**config.mk**
```make
export PLATFORM = sky130hd
export DESIGN_NAME = wdalm_counter
export DESIGN_NICKNAME = d
export VERILOG_FILES = /design/src/rtl/wdalm_pkg.sv /design/src/rtl/wdalm_edge.sv /design/src/rtl/wdalm_prescale.sv /design/src/rtl/wdalm_pulse.sv /design/src/rtl/wdalm_counter.sv
export SDC_FILE = /design/constraint.sdc
export NUM_CORES = 1
export LEC_CHECK = 0
export BUFFER_PORTS_ARGS = -buffer_cell sky130_fd_sc_hd__buf_2
export CAP_MARGIN = 20
export CORE_MARGIN = 5
export CORE_UTILIZATION = 55
export CTS_CLUSTER_DIAMETER = 120
export DETAILED_ROUTE_END_ITERATION = 10
export GPL_ROUTABILITY_DRIVEN = 0
export PLACE_DENSITY = 0.75
export SLEW_MARGIN = 30
export SYNTH_ARGS = -nofsm -noshare
export SYNTH_HDL_FRONTEND = slang
export SYNTH_HIERARCHICAL = 1
export SYNTH_SLANG_ARGS = --single-unit
```
**constraint.sdc**
```tcl
create_clock -name clk -period 6.8 [get_ports clk]
set_clock_uncertainty 0.15 [all_clocks]
set_input_delay 1.02 -clock clk [delete_from_list [all_inputs] [get_ports clk]]
set_output_delay 1.02 -clock clk [all_outputs]
set_load 0.02 [all_outputs]
```
**src/rtl/wdalm_pkg.sv**
```systemverilog
package wdalm_pkg;
  // Source chosen for the counter's next value
  typedef enum logic [1:0] {
    LD_HOLD  = 2'd0,
    LD_WRITE = 2'd1,
    LD_SEED  = 2'd2,
    LD_STEP  = 2'd3
  } ld_e;
endpackage

```
**src/rtl/wdalm_edge.sv**
```systemverilog
module wdalm_edge (
  input  logic clk,
  input  logic rst_n,
  input  logic din,
  output logic level,
  output logic rise
);
  logic [2:0] sh_q;

  always_ff @(posedge clk or negedge rst_n) begin
    if (!rst_n) sh_q <= '0;
    else        sh_q <= {sh_q[1:0], din};
  end

  assign level = sh_q[1];
  assign rise  = sh_q[1] & ~sh_q[2];
endmodule

```
**src/rtl/wdalm_prescale.sv**
```systemverilog
module wdalm_prescale #(
  parameter int TICK_DIV  = 8,
  parameter int SEC_TICKS = 4096
) (
  input  logic clk,
  input  logic rst_n,
  input  logic clr,
  output logic tick,
  output logic sec_wrap
);
  localparam int DIV_W = $clog2(TICK_DIV + 1);
  localparam int SEC_W = $clog2(SEC_TICKS + 1);

  logic [DIV_W-1:0] div_q, div_d;
  logic [SEC_W-1:0] sec_q, sec_d;

  assign tick     = (div_q == DIV_W'(TICK_DIV - 1));
  assign sec_wrap = tick && (sec_q == SEC_W'(SEC_TICKS - 1));

  always_comb begin
    div_d = div_q;
    sec_d = sec_q;
    if (clr) begin
      div_d = '0;
      sec_d = '0;
    end else if (tick) begin
      div_d = '0;
      sec_d = sec_wrap ? '0 : sec_q + 1'b1;
    end else begin
      div_d = div_q + 1'b1;
    end
  end

  always_ff @(posedge clk or negedge rst_n) begin
    if (!rst_n) begin
      div_q <= '0;
      sec_q <= '0;
    end else begin
      div_q <= div_d;
      sec_q <= sec_d;
    end
  end
endmodule

```
**src/rtl/wdalm_pulse.sv**
```systemverilog
module wdalm_pulse #(
  parameter int PULSE_CYC = 8192
) (
  input  logic clk,
  input  logic rst_n,
  input  logic start,
  output logic active,
  output logic done
);
  localparam int PC_W = $clog2(PULSE_CYC + 1);

  logic            act_q, act_d;
  logic [PC_W-1:0] pc_q, pc_d;

  assign active = act_q;
  assign done   = act_q && (pc_q == PC_W'(PULSE_CYC - 1));

  always_comb begin
    act_d = act_q;
    pc_d  = pc_q;
    if (act_q) begin
      if (done) begin
        act_d = 1'b0;
        pc_d  = '0;
      end else begin
        pc_d = pc_q + 1'b1;
      end
    end else if (start) begin
      act_d = 1'b1;
      pc_d  = '0;
    end
  end

  always_ff @(posedge clk or negedge rst_n) begin
    if (!rst_n) begin
      act_q <= 1'b0;
      pc_q  <= '0;
    end else begin
      act_q <= act_d;
      pc_q  <= pc_d;
    end
  end
endmodule

```
**src/rtl/wdalm_counter.sv**
```systemverilog
module wdalm_counter #(
  parameter int CNT_W       = 24,
  parameter int ADDR_W      = 3,
  parameter int BASE_ADDR   = 4,
  parameter int TICK_DIV    = 8,
  parameter int SEC_TICKS   = 4096,
  parameter int PULSE_TICKS = 1024
) (
  input  logic              clk,
  input  logic              rst_n,
  input  logic [ADDR_W-1:0] addr,
  input  logic              wr_en,
  input  logic              rd_en,
  input  logic [7:0]        wdata,
  output logic [7:0]        rdata,
  input  logic              cnt_en,
  input  logic              mode_wd,
  input  logic              int_en,
  input  logic              int_sel,
  input  logic              flag_clr,
  input  logic              strobe,
  output logic              alarm_flag,
  output logic              irq_oe,
  output logic              irq_drv
);
  import wdalm_pkg::*;

  localparam int NB        = CNT_W / 8;
  localparam int BI_W      = $clog2(NB + 1);
  localparam int PULSE_CYC = TICK_DIV * PULSE_TICKS;

  // reset: asynchronous assert, synchronous release
  logic [1:0] rsync_q;
  logic       rst_i_n;
  always_ff @(posedge clk or negedge rst_n) begin
    if (!rst_n) rsync_q <= '0;
    else        rsync_q <= {rsync_q[0], 1'b1};
  end
  assign rst_i_n = rsync_q[1];

  logic str_lvl, str_rise, tick, sec_wrap, pre_clr;
  logic p_active, p_done, pulse_start;

  wdalm_edge u_edge (
    .clk(clk), .rst_n(rst_i_n), .din(strobe), .level(str_lvl), .rise(str_rise)
  );

  wdalm_prescale #(.TICK_DIV(TICK_DIV), .SEC_TICKS(SEC_TICKS)) u_pre (
    .clk(clk), .rst_n(rst_i_n), .clr(pre_clr), .tick(tick), .sec_wrap(sec_wrap)
  );

  wdalm_pulse #(.PULSE_CYC(PULSE_CYC)) u_pulse (
    .clk(clk), .rst_n(rst_i_n), .start(pulse_start), .active(p_active), .done(p_done)
  );

  logic [CNT_W-1:0] cnt_q, cnt_d, seed_q, seed_d, snap_q, snap_d;
  logic [7:0]       rdata_q, rdata_d, rd_byte;
  logic             flag_q, flag_d;
  logic             in_rng, wr_hit, rd_hit, run, kick, step, timeout, at_one, at_zero;
  logic [BI_W-1:0]  bidx;
  ld_e              ld;

  assign in_rng = (addr >= ADDR_W'(BASE_ADDR)) && (addr < ADDR_W'(BASE_ADDR + NB));
  assign bidx   = BI_W'(addr - ADDR_W'(BASE_ADDR));

  always_comb begin
    wr_hit  = wr_en && in_rng;
    rd_hit  = rd_en && in_rng;
    run     = cnt_en && (seed_q != '0);
    kick    = run && (str_rise || (rd_hit && mode_wd && !str_lvl));
    step    = run && (mode_wd ? tick : sec_wrap);
    at_one  = (cnt_q == CNT_W'(1));
    at_zero = (cnt_q == '0);

    seed_d = seed_q;
    for (int b = 0; b < NB; b++) begin
      if (wr_hit && (bidx == BI_W'(b))) seed_d[b*8 +: 8] = wdata;
    end

    if (wr_hit)    ld = LD_WRITE;
    else if (kick) ld = LD_SEED;
    else if (step) ld = LD_STEP;
    else           ld = LD_HOLD;

    timeout = (ld == LD_STEP) && (mode_wd ? at_one : (at_one || at_zero));

    case (ld)
      LD_WRITE: cnt_d = seed_d;
      LD_SEED:  cnt_d = seed_q;
      LD_STEP: begin
        if (!mode_wd && (at_one || at_zero)) cnt_d = seed_q;
        else if (at_zero)                    cnt_d = cnt_q;
        else                                 cnt_d = cnt_q - CNT_W'(1);
      end
      default:  cnt_d = cnt_q;
    endcase

    pre_clr     = wr_hit || kick;
    pulse_start = timeout && mode_wd && int_en && int_sel && !p_active;

    if (timeout)                flag_d = 1'b1;
    else if (flag_clr || p_done) flag_d = 1'b0;
    else                        flag_d = flag_q;

    rd_byte = '0;
    for (int b = 0; b < NB; b++) begin
      if (bidx == BI_W'(b)) rd_byte = (b == 0) ? cnt_q[7:0] : snap_q[b*8 +: 8];
    end

    snap_d  = snap_q;
    rdata_d = rdata_q;
    if (rd_en) begin
      rdata_d = in_rng ? rd_byte : 8'h00;
      if (rd_hit && (bidx == '0)) snap_d = cnt_q;
    end
  end

  always_ff @(posedge clk or negedge rst_i_n) begin
    if (!rst_i_n) begin
      cnt_q   <= '0;
      seed_q  <= '0;
      snap_q  <= '0;
      rdata_q <= '0;
      flag_q  <= 1'b0;
    end else begin
      cnt_q   <= cnt_d;
      seed_q  <= seed_d;
      snap_q  <= snap_d;
      rdata_q <= rdata_d;
      flag_q  <= flag_d;
    end
  end

  assign rdata      = rdata_q;
  assign alarm_flag = flag_q;
  assign irq_oe     = p_active;
  assign irq_drv    = 1'b0;
endmodule

```
==> impl_metrics.yaml, run 1 <==
status:
  status: "finished clean"
worst_setup_path:
  cp_cell_sequence: "buf_2 -> and2_1 -> o21ai_1 -> nor3_1 -> nand2_1 -> or3_1 -> nor4_1 -> nor2_1 -> a21o_1 -> nand2_1 -> o31ai_1"
  slowest_delay_ns: 0.49
  crit_path_top_delay_cell: "nor4_1"
  crit_top_cell: "nand2_1"
  worstPathMaxFanout: 13
  cp-start-kind: "input port"
  crit_arrival_ns: 4.01
  crit_path_end_kind: "register"
  critPathKind: "input port to register"
  cp.required_ns: 6.92
clock_tree:
  post-cts-setup-buffer-count: 0
  cts-root-buf: "clkbuf_8"
  clkTransAtPathRegs_ns: 0.11
  cts.path.max_buffers: 2
  clk-insertion-delay-late_ns: 0.40
  holdBufCountCts: 0
  ctsHtreeMaxLevel: 3
  numCtsBuffers: 9
  clock-sinks: 110
  cts_tree: "done"
  cts.repair.resized: 0
logic_synthesis:
  yosysSeqAreaShare: 0.459
  synthDistinctLibCells: 79
  syn_area_per_cell_um2: 10.3
  yosys_warnings: 6
  synth_edf_count: 0
  synthFlopType: "dfrtp_1"
  synth_seq_cells: 110
  synthCells: 582
  synthArstFlopShare: 1.00
  synth.net_count: 609
  syn_area_um2: 5990
power_and_ir_drop:
  vdd_ir_drop_max_mv: 0.176
  total_power_uw: 1710
  p_leak_uw: 0.00269
  power_density_nw_per_um2: 267
global_routing:
  grt_pass1_vias: 4907
  overflow: 0
  gr-usage-all-layers: 0.247
  grt_max_degree: 68
  antenna_found_initial: 0
  grt_pass1_wl_um: 25400
sta:
  period_minus_slack_ns: 3.88
  rsz0062_at_grt: "no"
  setup_tns_ns: 0
  worst_slew_pin_slew_ns: 1.02
  clock.fmax_mhz: 257
  finalHoldWorstSlack_ns: 0.169
  relSlewSlack: 0.321
  finalHoldViolCount: 0
  setup_viol: 0
  fin_crit_sh: 0.571
  maxSlewViolCount: 0
job:
  maxCapViolations: 0
route:
  wl_per_cell_um: 20.6
  drtPass1Iterations: 6
  wirelength_um: 15300
  route.detailed.drc: 0
  initialDrtViolationCount: 623
  vias: 4930
  ant_nets: 0
  via_per_inst: 6.64
final_layout:
  synthToLayoutAreaGrowth_pct: 7.18
  drive_above_1_share: 0.196
  antennaDiodeCount: 0
  final_cell_mix: "dfrtp_1, nor2_1, mux2_2, nand2_1, buf_2"
  nets: 624
  final_common_cell: "dfrtp_1"
  nFillCells: 935
floorplan:
  std_cell_rows: 38
  ioPinCount: 32
  coreArea_um2: 10700
  die_w_um: 114
  start_util: 0.558
  die-area_um2: 13100
  die_h_um: 114
min_path:
  hold_path_class: "register to async pin"
placed_design:
  hpwl_um: 10900
  io_buffers: 30
[cells by family after synthesis]
kind of cell,synth area share
multiplexers,0.0919
AO/OA/AOI/OAI,0.180
buffers and inverters,0.0370
other,0.00125
flip-flops,0.459
XOR/XNOR,0.0190
AND/OR/NAND/NOR,0.199
adder cells (fa/ha/maj),0.0125
[final cells by class]
| cell class | count | area, um2 | area share |
|---|---|---|---|
| Inverter | 20 | 75.1 | 0.0117 |
| Tap cell | 140 | 175 | 0.0273 |
| Timing Repair Buffer | 33 | 185 | 0.0288 |
| Clock buffer | 14 | 173 | 0.0269 |
| Multi-Input combinational cell | 423 | 3040 | 0.474 |
| Sequential cell | 110 | 2760 | 0.429 |
| Clock inverter | 2 | 13.8 | 0.00214 |
[sequential cells by signal (all words and copies together), names as in the netlist]
signal          count
u_pre/div_q         4
rdata               8
snap_q             16
cnt_q              24
u_pulse/pc_q       14
u_pulse/active      1
rsync_q             2
u_edge/sh_q         3
u_pre/sec_q        13
alarm_flag          1
seed_q             24
[where the power goes]
part | total, uW | switching [uW] | internal [uW]
logic | 390 | 207 | 183
registers | 931 | 149 | 782
clock network | 391 | 226 | 165
[through the flow]
stage | area, um2 | setup WS (ns) | util | std cells
floorplan | 5990 | 3.36 | - | 582
global placement | 6190 | 2.72 | 0.576 | 725
detailed placement | 6210 | 2.51 | 0.578 | 725
CTS | 6400 | 2.95 | 0.595 | 741
global route | 6420 | 2.56 | 0.598 | 742
finish | 6420 | 2.92 | 0.598 | 742
[final timing paths]
check,depth (start not counted),from,end,slack [ns]
max,11,addr[0],u_pulse/pc_q[4],2.92
min,0,rsync_q[1],seed_q[16],0.17
max reg2reg,6,cnt_q[15],cnt_q[7],3.01
min reg2reg,0,rsync_q[1],seed_q[16],0.17
max in group asynchronous,2,rsync_q[1],snap_q[8],5.30
min in group clk,0,rsync_q[0],rsync_q[1],0.21
[critical path: cells and delay by family]
| kind | cells | cell delay, ns |
|---|---|---|
| AOI/OAI and AO/OA | 3 | 0.61 |
| buffers and inverters | 1 | 0.29 |
| and+or+nand+nor | 7 | 2.07 |
[synthesized netlist by cell type, drive strengths merged, types with 7 or more instances]
cell	n	share of area
a211oi	7	0.0088
a21boi	9	0.011
a21oi	28	0.023
a221oi	8	0.012
buf	12	0.014
clkbuf	17	0.011
dfrtp	110	0.46
inv	20	0.013
mux2	40	0.075
mux2i	10	0.017
nand2	32	0.020
nand3	15	0.013
nor2	51	0.032
nor3	16	0.014
nor3b	9	0.012
nor4	21	0.028
o21ai	28	0.024
o22ai	13	0.014
o2bb2ai	13	0.019
or3	10	0.010
or4	8	0.011
xor2	10	0.015
[layer usage]
layer	share of wire	global-route usage
met1	0.41	0.312
met2	0.48	0.395
met3	0.069	0.0682
met4	0.044	0.111
met5	0	0
No activity file was read; power rests on OpenSTA's default activity.
==> run 2: changes to the inputs <==
==> constraint.sdc (replaced) <==
create_clock -name clk -period 3.87 [get_ports clk]
set_clock_uncertainty 0.15 [all_clocks]
set_input_delay 0.5805 -clock clk [delete_from_list [all_inputs] [get_ports clk]]
set_output_delay 0.5805 -clock clk [all_outputs]
set_load 0.02 [all_outputs]
==> run 2 against run 1 <==
Compared with the run above: register-to-register slack worse by 2.6 ns; non-clock buffer count up 16; global-route usage down 0.31 points; total power up 78%; sequential share of layout area down 0.72 points; core utilization up 1.0 points; cell area up 1.7%; critical path type is now register to register; highest routed layer unchanged.
==> impl_metrics.yaml, run 2 (same netlist as run 1, synthesis figures left out) <==
final_layout:
  synthToLayoutAreaGrowth_pct: 9.00
  nets: 640
  seq_area_um2: 2760
  reg_top3: "cnt_q: 24 flops, seed_q: 24 flops, snap_q: 16 flops"
  antennaDiodeCount: 0
  final_common_cell: "dfrtp_1"
  fin_cells: 758
  nFillCells: 903
  multi_input_area_um2: 3020
  design_area_um2: 6530
  final_cell_mix: "dfrtp_1, nor2_1, mux2_2, nand2_1, buf_2"
  drive_above_1_share: 0.217
route:
  wl_per_cell_um: 20.0
  via_per_inst: 6.51
  vias: 4935
  route.detailed.drc: 0
  wirelength_um: 15200
  ant_nets: 0
  drtPass1Iterations: 6
  initialDrtViolationCount: 497
global_routing:
  antenna_found_initial: 0
  grt_pass1_vias: 4873
  gr-usage-all-layers: 0.244
  grt_max_degree: 73
  overflow: 0
  grt_pass1_wl_um: 25100
status:
  status: "finished clean"
clock_tree:
  clk-insertion-delay-late_ns: 0.38
  numCtsBuffers: 9
  ctsHtreeMaxLevel: 3
  cts.repair.resized: 0
  cts_tree: "done"
  clock-sinks: 110
  cts.path.max_buffers: 2
  cts-root-buf: "clkbuf_8"
  clkTransAtPathRegs_ns: 0.10
worst_setup_path:
  crit_path_end_kind: "register"
  cp_cell_sequence: "ha_1 -> and4_2 -> nand4_1 -> inv_1 -> nand2b_1 -> a21boi_0 -> nor3_1 -> nand2_1 -> or3_1 -> nor4_1 -> nor2_1 -> a21o_1 -> nand2_1 -> o31ai_1"
  slowest_delay_ns: 0.40
  crit_path_top_delay_cell: "dfrtp_1"
  cp.required_ns: 3.98
  critPathKind: "register to register"
  cp-start-kind: "register"
  crit_top_cell: "nand2_1"
  worstPathMaxFanout: 12
  crit_arrival_ns: 3.61
sta:
  layout_setup_ws_ns: 0.374
  setup_tns_ns: 0
  finalHoldViolCount: 0
  rsz0062_at_grt: "no"
  finalHoldWorstSlack_ns: 0.152
  setup_viol: 0
  period_minus_slack_ns: 3.50
  fin_crit_sh: 0.903
  worst_slew_pin_slew_ns: 0.851
  relSlewSlack: 0.430
  clock.fmax_mhz: 286
  maxSlewViolCount: 0
floorplan:
  std_cell_rows: 38
  start_util: 0.558
  die_w_um: 114
  die_h_um: 114
  ioPinCount: 32
  die-area_um2: 13100
  coreArea_um2: 10700
power_and_ir_drop:
  pwr-share-clk: 0.231
  power_density_nw_per_um2: 466
  p_seq_frac: 0.531
  p_leak_uw: 0.00276
  switching_share: 0.333
  p_int_uw: 2030
  vdd_ir_drop_max_mv: 0.374
  combPwrFrac: 0.238
  switchingPower_uw: 1010
placed_design:
  post-place-cells: 741
  io_buffers: 30
  hpwl_um: 11100
  placed_cell_area_um2: 6310
  place_ws_ns: 0.432
min_path:
  hold_path_class: "input port to register"
job:
  maxCapViolations: 0
[run 2: area by class of cell]
| cell class | count | share of cell area |
|---|---|---|
| tap | 140 | 0.0268 |
| timing repair buffer | 49 | 0.0458 |
| clock inverter | 5 | 0.00901 |
| clock buffer | 11 | 0.0217 |
| inverter | 20 | 0.0115 |
| multi-input combinational | 423 | 0.463 |
| sequential | 110 | 0.422 |
[run 2: power groups by stage]
| stage | clock network (uW) | logic [uW] | registers (uW) |
|---|---|---|---|
| 2_1_floorplan | 0 | 524 | 1570 |
| 3_3_place_gp | 0 | 694 | 1610 |
| 3_5_place_dp | 0 | 718 | 1630 |
| 4_1_cts | 726 | 720 | 1610 |
| 5_1_grt | 771 | 798 | 1640 |
| 6_report | 701 | 725 | 1610 |
[run 2: worst paths after layout]
kind / start / end / cells after the start / slack [ns]
worst max-delay path: u_pre/sec_q[0] / u_pulse/pc_q[4] / 14 / 0.37
worst min-delay path: strobe / u_edge/sh_q[0] / 1 / 0.15
worst max register to register: u_pre/sec_q[0] / u_pulse/pc_q[4] / 14 / 0.37
worst min register to register: rsync_q[0] / rsync_q[1] / 0 / 0.21
max in group asynchronous: rsync_q[1] / cnt_q[6] / 1 / 2.80
min in group asynchronous: rsync_q[1] / u_pre/sec_q[4] / 1 / 0.23
[run 2: metrics by stage]
stage                      util  total power [uW]
final                     0.608              3040
after global routing      0.608              3210
after CTS                 0.607              3050
after detailed placement  0.588              2340
after global placement    0.588              2310
after floorplan               -              2090
[run 2: worst max-delay path: cells and delay by family, from the launching register on]
kind                     cells  cell delay [ns]
adder cells (fa/ha/maj)      1             0.21
buffers and inverters        1             0.12
AO/OA/AOI/OAI                3             0.47
flip-flops                   1             0.40
AND/OR/NAND/NOR              9             2.04
[run 2: routing by layer]
layer / global-route usage / up-vias / wire [um]
li1: - / 2259 / -
met1: 0.313 / 2448 / 6290
met2: 0.403 / 188 / 7560
met3: 0.0523 / 40 / 813
met4: 0.0966 / 0 / 523
met5: 0 / - / 0
[run 2: timing repair]
item / 4_1_cts / 5_1_grt
endpoints found under the hold margin: 2 / 0
setup endpoints to repair: 0 / 0
setup buffers: 0 / 0
hold buffers: 1 / 0
==> run 3: changes to the inputs <==
==> constraint.sdc (replaced) <==
create_clock -name clk -period 3.87 [get_ports clk]
set_clock_uncertainty 0.15 [all_clocks]
set_input_delay 0 -clock clk [delete_from_list [all_inputs] [get_ports clk]]
set_output_delay 0 -clock clk [all_outputs]
set_load 0.02 [all_outputs]
==> run 3 against run 2 <==
Compared with the run above: critical path depth is the same; global-route usage shrank 0.21 points; worst setup slack lost 0.089 ns; worst hold slack lost 0.060 ns; sequential cell count is the same; clock-buffer cell count grew 1; sequential power is essentially flat; via count grew 0.47%; clock power grew 8.4%; non-clock buffer count grew 4; core utilization grew 0.76 points.
==> impl_metrics.yaml, run 3 (same netlist as run 1, synthesis figures left out) <==
min_path:
  hold_path_class: "input port to register"
sta:
  setup_tns_ns: 0
  period_minus_slack_ns: 3.58
  finalHoldViolCount: 0
  rsz0062_at_grt: "no"
  relSlewSlack: 0.414
  clock.fmax_mhz: 279
  fin_crit_sh: 0.926
  worst_slew_pin_slew_ns: 0.876
  maxSlewViolCount: 0
  finalHoldWorstSlack_ns: 0.0921
  setup_viol: 0
floorplan:
  die_h_um: 114
  start_util: 0.558
  std_cell_rows: 38
  ioPinCount: 32
  coreArea_um2: 10700
  die-area_um2: 13100
  die_w_um: 114
clock_tree:
  numCtsBuffers: 9
  cts.repair.resized: 0
  cts-root-buf: "clkbuf_8"
  cts_tree: "done"
  clock-sinks: 110
  ctsHtreeMaxLevel: 3
  clkTransAtPathRegs_ns: 0.10
  clk-insertion-delay-late_ns: 0.39
  post-cts-setup-buffer-count: 0
  cts.path.max_buffers: 2
  holdBufCountCts: 16
worst_setup_path:
  critPathKind: "register to register"
  crit_top_cell: "nand2_1"
  crit_path_end_kind: "register"
  worstPathMaxFanout: 12
  path_buf_inv: 1
  crit_family: "simple AND/OR/NAND/NOR gates"
  cp-start-kind: "register"
  cp.required_ns: 3.99
  crit_path_top_delay_cell: "or3_1"
  slowest_delay_ns: 0.41
  cp_cell_sequence: "ha_1 -> and4_2 -> nand4_1 -> inv_1 -> nand2b_1 -> a21boi_0 -> nor3_1 -> nand2_1 -> or3_1 -> nor4_1 -> nor2_1 -> a21o_1 -> nand2_1 -> o31ai_1"
  crit_arrival_ns: 3.70
route:
  wl_per_cell_um: 20.1
  route.detailed.drc: 0
  via_per_inst: 6.52
  drtPass1Iterations: 7
  initialDrtViolationCount: 458
  ant_nets: 0
  wirelength_um: 15300
  vias: 4958
final_layout:
  final_cell_mix: "dfrtp_1, nor2_1, mux2_2, nand2_1, buf_2"
  synthToLayoutAreaGrowth_pct: 10.4
  antennaDiodeCount: 0
  final_common_cell: "dfrtp_1"
  design_area_um2: 6610
  drive_above_1_share: 0.193
  reg_top3: "cnt_q: 24 flops, seed_q: 24 flops, snap_q: 16 flops"
  nets: 644
global_routing:
  overflow: 0
  antenna_found_initial: 0
  grt_max_degree: 47
  grt_pass1_wl_um: 25000
  gr-usage-all-layers: 0.241
  grt_pass1_vias: 5076
power_and_ir_drop:
  switching_share: 0.326
  vdd_ir_drop_max_mv: 0.266
  pwr-share-clk: 0.245
  p_int_uw: 2090
  combPwrFrac: 0.229
  switchingPower_uw: 1010
  p_seq_frac: 0.525
  p_leak_uw: 0.00279
  power_density_nw_per_um2: 469
placed_design:
  placed_cell_area_um2: 6240
  hpwl_um: 11000
  io_buffers: 30
status:
  status: "finished clean"
job:
  maxCapViolations: 0
[run 3: area by class of cell]
| type | instances | area [um2] |
|---|---|---|
| Sequential cell | 110 | 2760 |
| Tap cell | 140 | 175 |
| Fill cell | 916 | 4130 |
| Timing Repair Buffer | 53 | 363 |
| Clock buffer | 12 | 145 |
| Inverter | 20 | 75.1 |
| Multi-Input combinational cell | 423 | 3030 |
| Clock inverter | 3 | 68.8 |
[run 3: tightest hold or removal path: cells and delay by family]
kind,cells,cell delay (ns)
compound gates,2,0.46
buf+inv,1,0.13
[run 3: stage by stage]
step | instances | total power [uW] | util | worst slack, ns
after floorplan | 582 | 2090 | - | 0.429
after global placement | 730 | 2300 | 0.580 | 0.551
after detailed placement | 730 | 2330 | 0.580 | 0.385
after CTS | 761 | 3100 | 0.615 | 0.319
after global routing | 761 | 3250 | 0.615 | 0.0476
final | 761 | 3100 | 0.615 | 0.285
[run 3: power groups by stage]
stage                     logic [uW]  clock network, uW  registers, uW
after floorplan                  524                  0           1570
after global placement           668                  0           1630
final                            711                760           1630
after global routing             774                823           1650
after detailed placement         684                  0           1640
after CTS                        702                775           1620
[run 3: routing by layer]
metal / global-route usage / up-vias / share of wire
li1: - / 2259 / -
met1: 0.297 / 2438 / 0.41
met2: 0.398 / 202 / 0.49
met3: 0.0592 / 59 / 0.058
met4: 0.119 / 0 / 0.043
met5: 0 / - / 0
[run 3: final timing paths]
check,cells past startpoint,slack (ns),end,from
max in group asynchronous,1,2.52,cnt_q[6],rsync_q[1]
min reg2reg,0,0.19,seed_q[20],rsync_q[1]
max,14,0.29,u_pulse/pc_q[4],u_pre/sec_q[0]
min in group asynchronous,0,0.19,seed_q[20],rsync_q[1]
min,3,0.09,u_pre/sec_q[1],cnt_en
max reg2reg,14,0.29,u_pulse/pc_q[4],u_pre/sec_q[0]
